<file path="src/rtl/rbs_pkg.sv">
package rbs_pkg;

    // Registered state of the supervisor core.
    typedef struct packed {
        logic rst_on;   // 1 = reset and bus isolation asserted
    } sup_state_t;

endpackage

</file>
<file path="src/rtl/rbs_cause.sv">
// Combines the independent immediate reset causes into one flag.
module rbs_cause (
    input  logic conn_a,
    input  logic conn_b,
    input  logic rst_req_n,
    input  logic uvlo_lo,
    input  logic uvlo_hi,
    input  logic ovc_fault,
    output logic hard
);
    always_comb begin
        hard = conn_a | conn_b | ~rst_req_n | uvlo_lo | uvlo_hi | ovc_fault;
    end
endmodule

</file>
<file path="src/rtl/rbs_delay.sv">
// Windowed delay: done rises after TICKS*CYC_PER_TICK consecutive edges
// with run high, holds while run stays high, and clears when run drops.
module rbs_delay #(
    parameter int CYC_PER_TICK = 100,
    parameter int TICKS        = 32
) (
    input  logic clk,
    input  logic rst_n,
    input  logic run,
    output logic done
);
    localparam int PW = $clog2(CYC_PER_TICK + 1);
    localparam int CW = $clog2(TICKS + 1);

    typedef struct packed {
        logic [PW-1:0] pre;
        logic [CW-1:0] cnt;
        logic          done;
    } tmr_t;

    tmr_t tmr_q, tmr_d;

    always_comb begin
        tmr_d = tmr_q;
        if (!run) begin
            tmr_d = '0;
        end else if (!tmr_q.done) begin
            if (tmr_q.pre == PW'(CYC_PER_TICK - 1)) begin
                tmr_d.pre = '0;
                if (tmr_q.cnt == CW'(TICKS - 1)) begin
                    tmr_d.done = 1'b1;
                end else begin
                    tmr_d.cnt = tmr_q.cnt + 1'b1;
                end
            end else begin
                tmr_d.pre = tmr_q.pre + 1'b1;
            end
        end
    end

    always_ff @(posedge clk or negedge rst_n) begin
        if (!rst_n) begin
            tmr_q <= '0;
        end else begin
            tmr_q <= tmr_d;
        end
    end

    assign done = tmr_q.done;


    tick_range_chk: assert property (@(posedge clk) disable iff (!rst_n)
        tmr_q.cnt < CW'(TICKS));


    done_src_chk: assert property (@(posedge clk) disable iff (!rst_n)
        $rose(done) |-> $past(run));


    done_clear_chk: assert property (@(posedge clk) disable iff (!rst_n)
        !run |=> !done);
endmodule

</file>
<file path="src/rtl/rbs_supervisor.sv">
module rbs_supervisor #(
    parameter int CLK_PER_US = 100,
    parameter int RELEASE_US = 200000,
    parameter int ASSERT_US  = 32
) (
    input  logic clk,
    input  logic rst_n,
    input  logic pgood,
    input  logic conn_a,
    input  logic conn_b,
    input  logic rst_req_n,
    input  logic uvlo_lo,
    input  logic uvlo_hi,
    input  logic ovc_fault,
    output logic sys_rst_n,
    output logic bus_dis
);
    import rbs_pkg::*;

    logic       hard;
    logic       run_rel, run_ast;
    logic       done_rel, done_ast;
    sup_state_t st_q, st_d;

    rbs_cause u_cause (
        .conn_a    (conn_a),
        .conn_b    (conn_b),
        .rst_req_n (rst_req_n),
        .uvlo_lo   (uvlo_lo),
        .uvlo_hi   (uvlo_hi),
        .ovc_fault (ovc_fault),
        .hard      (hard)
    );

    // Release window: runs only while in reset with clean conditions.
    assign run_rel = st_q.rst_on & pgood & ~hard;
    // Assertion filter: runs only while released and power-good is lost.
    assign run_ast = ~st_q.rst_on & ~pgood;

    rbs_delay #(
        .CYC_PER_TICK (CLK_PER_US),
        .TICKS        (RELEASE_US)
    ) u_rel (
        .clk   (clk),
        .rst_n (rst_n),
        .run   (run_rel),
        .done  (done_rel)
    );

    rbs_delay #(
        .CYC_PER_TICK (CLK_PER_US),
        .TICKS        (ASSERT_US)
    ) u_ast (
        .clk   (clk),
        .rst_n (rst_n),
        .run   (run_ast),
        .done  (done_ast)
    );

    always_comb begin
        st_d = st_q;
        if (hard) begin
            st_d.rst_on = 1'b1;
        end else if (st_q.rst_on) begin
            st_d.rst_on = ~done_rel;
        end else begin
            st_d.rst_on = done_ast;
        end
    end

    always_ff @(posedge clk or negedge rst_n) begin
        if (!rst_n) begin
            st_q.rst_on <= 1'b1;
        end else begin
            st_q <= st_d;
        end
    end

    assign sys_rst_n = ~st_q.rst_on;
    assign bus_dis   = st_q.rst_on;


    cause_force_chk: assert property (@(posedge clk) disable iff (!rst_n)
        hard |=> !sys_rst_n);


    release_src_chk: assert property (@(posedge clk) disable iff (!rst_n)
        $rose(sys_rst_n) |-> (!$past(hard) && $past(pgood, 2)));


    assert_src_chk: assert property (@(posedge clk) disable iff (!rst_n)
        $fell(sys_rst_n) |-> ($past(hard) || !$past(pgood, 2)));


    hold_release_chk: assert property (@(posedge clk) disable iff (!rst_n)
        (sys_rst_n && pgood && !hard) |=> sys_rst_n);
endmodule

</file>
<file path="config.mk">
export PLATFORM = sky130hd
export DESIGN_NAME = rbs_supervisor
export DESIGN_NICKNAME = d
export VERILOG_FILES = /design/src/rtl/rbs_pkg.sv /design/src/rtl/rbs_cause.sv /design/src/rtl/rbs_delay.sv /design/src/rtl/rbs_supervisor.sv
export SDC_FILE = /design/constraint.sdc
export NUM_CORES = 1
export LEC_CHECK = 0
export ABC_AREA = 1
export BUFFER_PORTS_ARGS = -buffer_cell sky130_fd_sc_hd__clkbuf_2
export CAP_MARGIN = 20
export CORE_MARGIN = 5
export CORE_UTILIZATION = 30
export DETAILED_ROUTE_END_ITERATION = 7
export GPL_TIMING_DRIVEN = 0
export RECOVER_POWER = 50
export SLEW_MARGIN = 40
export SYNTH_ARGS = -nofsm -noshare
export SYNTH_HDL_FRONTEND = slang
export SYNTH_SLANG_ARGS = --single-unit
</file>
<file path="constraint.sdc">
create_clock -name clk -period 1.48 [get_ports clk]
set_input_delay 0.074 -clock clk [delete_from_list [all_inputs] [get_ports clk]]
set_output_delay 0.074 -clock clk [all_outputs]
set_load 0.05 [all_outputs]
</file>
== Word-level counts from Yosys, hierarchy flattened ==
Index checks and enable logic that the tools add are counted.

* Output and inout port bits: 2
* Word-level logic and storage cells: 50
* Register bits after elaboration: 41

* Muxes and demuxes: 14
* $add $sub $neg: 4
* Bitwise logic cells: 13
* Eq/ne operators: 10
* Reductions and logical operators: 2

{| class="wikitable"
|+ Operators with widths
! operator !! number
|-
| 26-bit 2-to-1 mux || 2
|-
| 14-bit 2-to-1 mux || 2
|-
| 7-bit 2-to-1 mux || 3
|-
| 19-bit 2-to-1 mux || 1
|-
| 18-bit by 1-bit adder with 18-bit output, second input constant || 1
|-
| 18-bit == test, second input constant || 1
|-
| 18-bit 2-to-1 mux || 1
|-
| 7-bit by 1-bit adder with 7-bit output, second input constant || 2
|-
| 7-bit == test, second input constant || 2
|-
| 2-bit inequality test, second input constant || 6
|-
| 6-bit by 1-bit adder with 6-bit output, second input constant || 1
|-
| 6-bit by 5-bit == test with 1-bit output, second input constant || 1
|-
| 6-bit 2-to-1 mux || 1
|-
| 3-bit AND reduction || 2
|-
| 1-bit NOT || 5
|-
| 1-bit OR || 5
|-
| 1-bit 2-to-1 mux || 4
|-
| 1-bit AND || 3
|}

== Longest topological paths before layout ==
* Depth in word-level cells: 9
* Mapped depth: 10

== Cells and area by module ==
Synthesis repeated with hierarchy kept, for this count alone.

* Cell total of the unflattened synthesis: 374
* Area total of the unflattened synthesis: 2,653.8 um^2

{| class="wikitable"
|+ By module, submodules not included
! module !! cells each !! seq. area each (um^2) !! instances !! area an instance (um^2)
|-
| rbs_delay (u_rel) || 259 || 650.6 || 1 || 1,756.7
|-
| rbs_delay (u_ast) || 100 || 350.3 || 1 || 808.3
|-
| rbs_supervisor || 10 || 26.3 || 1 || 68.8
|-
| rbs_cause || 5 || 0.0 || 1 || 20.0
|}

== Least setup slack after synthesis ==
OpenSTA, ideal clock, no wires.

* Path type: reg-to-reg
* Start point: reg st_q (netlist: bus_dis)
* End point: reg u_rel.tmr_q[24] (netlist name)
* Stages on the path, launching flop included: 7
* Data arrival time: 1.569 ns
* Required time: 1.397 ns
* Buffers on the path: 0
* Setup slack: -0.172 ns
* Cells stage by stage: dfstp_2 > nand2_1 > inv_1 > nand4_1 > nor2_1 > inv_1 > o22ai_1

* Longest elaborated chain between the ends: 3
* Elaborated cells on any way between the ends: 4
* Those cells by class: eq/ne (1); mux (1); bitwise (2)

{| class="wikitable"
|+ Ends and longest elaborated chain
! item !! line !! text
|-
| from (decl) || rbs_supervisor.sv:23 || <nowiki>sup_state_t st_q, st_d;</nowiki>
|-
| from (signal assigned) || rbs_supervisor.sv:75 || <nowiki>st_q <= st_d;</nowiki>
|-
| 1-bit AND (*) (2 in series) || rbs_supervisor.sv:36 || <nowiki>assign run_rel = st_q.rst_on & pgood & ~hard;</nowiki>
|-
| 2-bit inequality test (no source line) or 26-bit 2-to-1 mux (tied branches) || - ||
|-
| to (signal assigned) || rbs_delay.sv:45 || <nowiki>tmr_q <= tmr_d;</nowiki>
|-
| to (decl) || rbs_delay.sv:21 || <nowiki>tmr_t tmr_q, tmr_d;</nowiki>
|}

Mark *: on every way between the ends. The rest lies on a longest branch, timed or not.
A chain may end at the register's enable or synchronous reset.

== Worst setup path after layout ==
* Start point: reg u_rel.tmr_q[20] (netlist name)
* End point: reg u_rel.tmr_q[10] (netlist name)

* Longest elaborated chain between the ends: 3

{| class="wikitable"
|+ Ends and longest elaborated chain
! item !! line !! text
|-
| 7-bit == test || rbs_delay.sv:28 || <nowiki>if (tmr_q.pre == PW'(CYC_PER_TICK - 1)) begin</nowiki>
|-
| 2-bit inequality test (no source line) || - ||
|-
| 3-bit AND reduction (no source line) || - ||
|}

No other way between the ends.

==> flow_metrics.tcl <==
set metrics [dict create \
    status "finished with violations" \
    violations "negative setup slack" \
    stdcell_count 486 \
    port_buffers 10 \
    final_common_cell "nand2_1" \
    ys_seq_area_share_pct 40.2 \
    rsz0062_at_grt "true" \
    reg2reg_from "u_rel.tmr_q[20]" \
    wl_per_cell_um 12.3 \
    num_io_pins 11 \
    gp_congestion 0.827 \
    drive_above_1_share_pct 32.3 \
    yosys.area.top_type "dfrtp_1" \
    cp.arrival_ns 1.75 \
    hold_start "ovc_fault" \
    grt_first_pass_wirelength_um 10200 \
    yosys.area_share.simple_pct 37.0 \
    dr_wl_met2_um 2920 \
    synth_area_leaders "dfrtp_1, nand2_1, nand3_1, inv_1, nor2_1" \
    cp_common_cell "nand2_2" \
    diodes 0 \
    synthAdderAreaFrac_pct 1.96 \
    total_leakage_power_uw 0.00149 \
    start_util_pct 31.0 \
    ant_nets 0 \
    h-tree-depth 2 \
    final_core_util_pct 40.3 \
    vias 2318 \
    r2r_end "u_rel.tmr_q[10]" \
    setup_viol 18 \
    drt_iter0_drc 109 \
    first_global_vias 2293 \
    reg2reg_depth 9 \
    hpwl_um 3910 \
    worstSetupEndpointType "register" \
    synth_area_um2 2560 \
    min_delay_worst_endpoint "bus_dis" \
    peakVddDrop_uv 456 \
    cp_top_family "simple AND/OR/NAND/NOR gates" \
    maxSlewViolCount 0 \
    required_ns 1.67 \
    tns_ns -1.06 \
    cts.sinks 41 \
    finClkSkew_ns 0.00524 \
    final_nets 393 \
    row_count 33 \
    final_area_um2 3330 \
    met3_length_um 164 \
    fmax_ghz 0.638 \
    grt_overflow 0 \
    yosys_warnings 0 \
    synth_mux_area_share_pct 0 \
    ys_types 32 \
    hp-class "in2reg" \
    critPathBufInv 1 \
    insertion_delay_ns 0.29 \
    reg2reg_slack_ns -0.09 \
    cts_tree "done" \
    yosysTopAreaCellShare_pct 39.1 \
    maxCapViolCount 0 \
    cts_buffer_depth 2 \
    grt_antenna_before_repair 0 \
    critPathMaxStageDelay_ns 0.43 \
    synthXorXnorAreaFrac_pct 6.51 \
    synthesis.nets 352 \
    avgSynthCellArea_um2 7.54 \
    wl_um 6000 \
    crit_path_top_delay_cell "dfrtp_1" \
    drc 0 \
    chipWidth_um 102 \
    grt_max_degree 42 \
    fin_crit_ns 1.57 \
    fin_ws_ns -0.0880 \
    die_area_um2 10500 \
    dpl_cell_area_um2 2760 \
    worst_pin_slew_ns 1.02 \
    post-place-cells 454 \
    met1_length_um 2830 \
    hold_path_depth 5 \
    grt.total_usage_pct 12.1 \
    finalCritPeriodShare_pct 106 \
    synth_compound_area_share_pct 6.26 \
    cts.clk_slew.worst_paths_ns 0.08 \
    synth_cells 339 \
    crit_chain "ha_4, nand3_1, nor2_2, nand2_2, nand2_4, nand2_8, clkbuf_16, nand2_2, nand2_2" \
    vias_per_cell 4.77 \
    syn2layout_area_growth_pct 30.1 \
    crit_fanout 6 \
    numCtsBuffers 5 \
    dieHeight_um 102 \
    synth_top_family_by_area "simple AND/OR/NAND/NOR gates" \
    cp-start-kind "register" \
    synth-seq-cells 41 \
    power_density_nw_per_um2 585 \
    dp_slack_ns -0.214 \
    layout_common_cells "nand2_1, nand3_1, inv_1, dfrtp_1, nor2_1" \
    coreArea_um2 8260 \
    hold_viol 0 \
    drt_pass1_iterations 4 \
    cts-root-buf "clkbuf_8" \
    criticalPathCategory "reg2reg" \
    slew_headroom_pct 32.1 \
    topRoutingLayerUsed "met4" \
]
how the worst max path moves through the flow:
stage / cells after the start / startpoint / slack (ns) / end
global route: 9 / u_rel.tmr_q[20] / -0.18 / u_rel.tmr_q[17]
floorplan: 6 / bus_dis / -0.04 / u_rel.tmr_q[24]
finish: 9 / u_rel.tmr_q[20] / -0.09 / u_rel.tmr_q[10]
detailed placement: 9 / u_rel.tmr_q[19] / -0.21 / u_rel.tmr_q[14]
global placement: 9 / u_rel.tmr_q[19] / -0.20 / u_rel.tmr_q[10]
CTS: 10 / u_rel.tmr_q[2] / -0.07 / u_rel.tmr_q[14]
cells by family (layout without fill, tap and decap cells):
kind of cell               Yosys count  after routing
adders and majority gates            4              4
buffers and inverters               50             92
AOI/OAI and AO/OA                   28             28
DFF                                 41             41
xor gates and xnor gates            19             19
and+or+nand+nor                    197            197
layout make-up:
type	count	area [um2]
buffer	4	40.0
clock buffer	7	86.3
fill	835	4930
clock inverter	1	7.51
sequential	41	1030
inverter	46	176
timing repair buffer	34	274
tap	105	131
multi-input combinational	248	1580
routing by layer:
metal | GRT usage, % | vias up
li1 | - | 1182
met5 | 0 | -
met2 | 20.6 | 38
met1 | 15.5 | 1090
met4 | 4.24 | 0
met3 | 1.91 | 8
tightest hold or removal path, cell delays in order:
cell and delay [ns]:
clkbuf_2 0.07, nor2_1 0.05, nand3_2 0.11, a21oi_1 0.05, o21ai_0 0.07
state kept, by name, indices dropped and copies added (netlist names):
name and count:
bus_dis 1, u_ast.done 1, u_ast.tmr_q 13, u_rel.done 1, u_rel.tmr_q 25
power breakdown:
part           leakage, uW  internal (uW)  total (uW)  switching (uW)
registers         0.000564           1120        1120           0.184
logic             0.000885           16.3        52.7            36.4
clock network    0.0000445            379         776             397
timing repair:
item,4_1_cts,5_1_grt
hold buffers,1,0
resized for setup,25,51
buffers inserted,17,5
endpoints found under the hold margin,40,0
cloned,0,1
pin swaps,8,26
endpoints found under the setup margin,31,37
cell usage after synthesis:
cell type,n
nor2_4,3
nand3_1,47
nor2_2,2
xor2_1,15
o21bai_1,1
or2_2,1
nand3_2,1
o21ai_0,14
dfrtp_1,40
o21ai_1,1
o21ai_2,1
inv_1,44
xnor2_1,4
nor3_1,8
nand3_4,1
o22ai_1,9
a21o_1,1
nand3b_1,1
nand2_4,1
buf_2,2
inv_2,1
buf_12,1
nand2_1,72
nor2_8,1
clkinv_1,1
dfstp_2,1
nand4_1,9
nor2_1,35
ha_1,4
nand2_2,15
clkbuf_2,1
a21oi_1,1
per-stage QoR:
step | hold WS (ns) | total power, uW
6_report | 0.167 | 1950
5_1_grt | 0.198 | 2030
4_1_cts | 0.164 | 1980
3_5_place_dp | 0.140 | 1190
3_3_place_gp | 0.308 | 1190
2_1_floorplan | -0.222 | 1150
No activity file was read; power rests on OpenSTA's default activity.
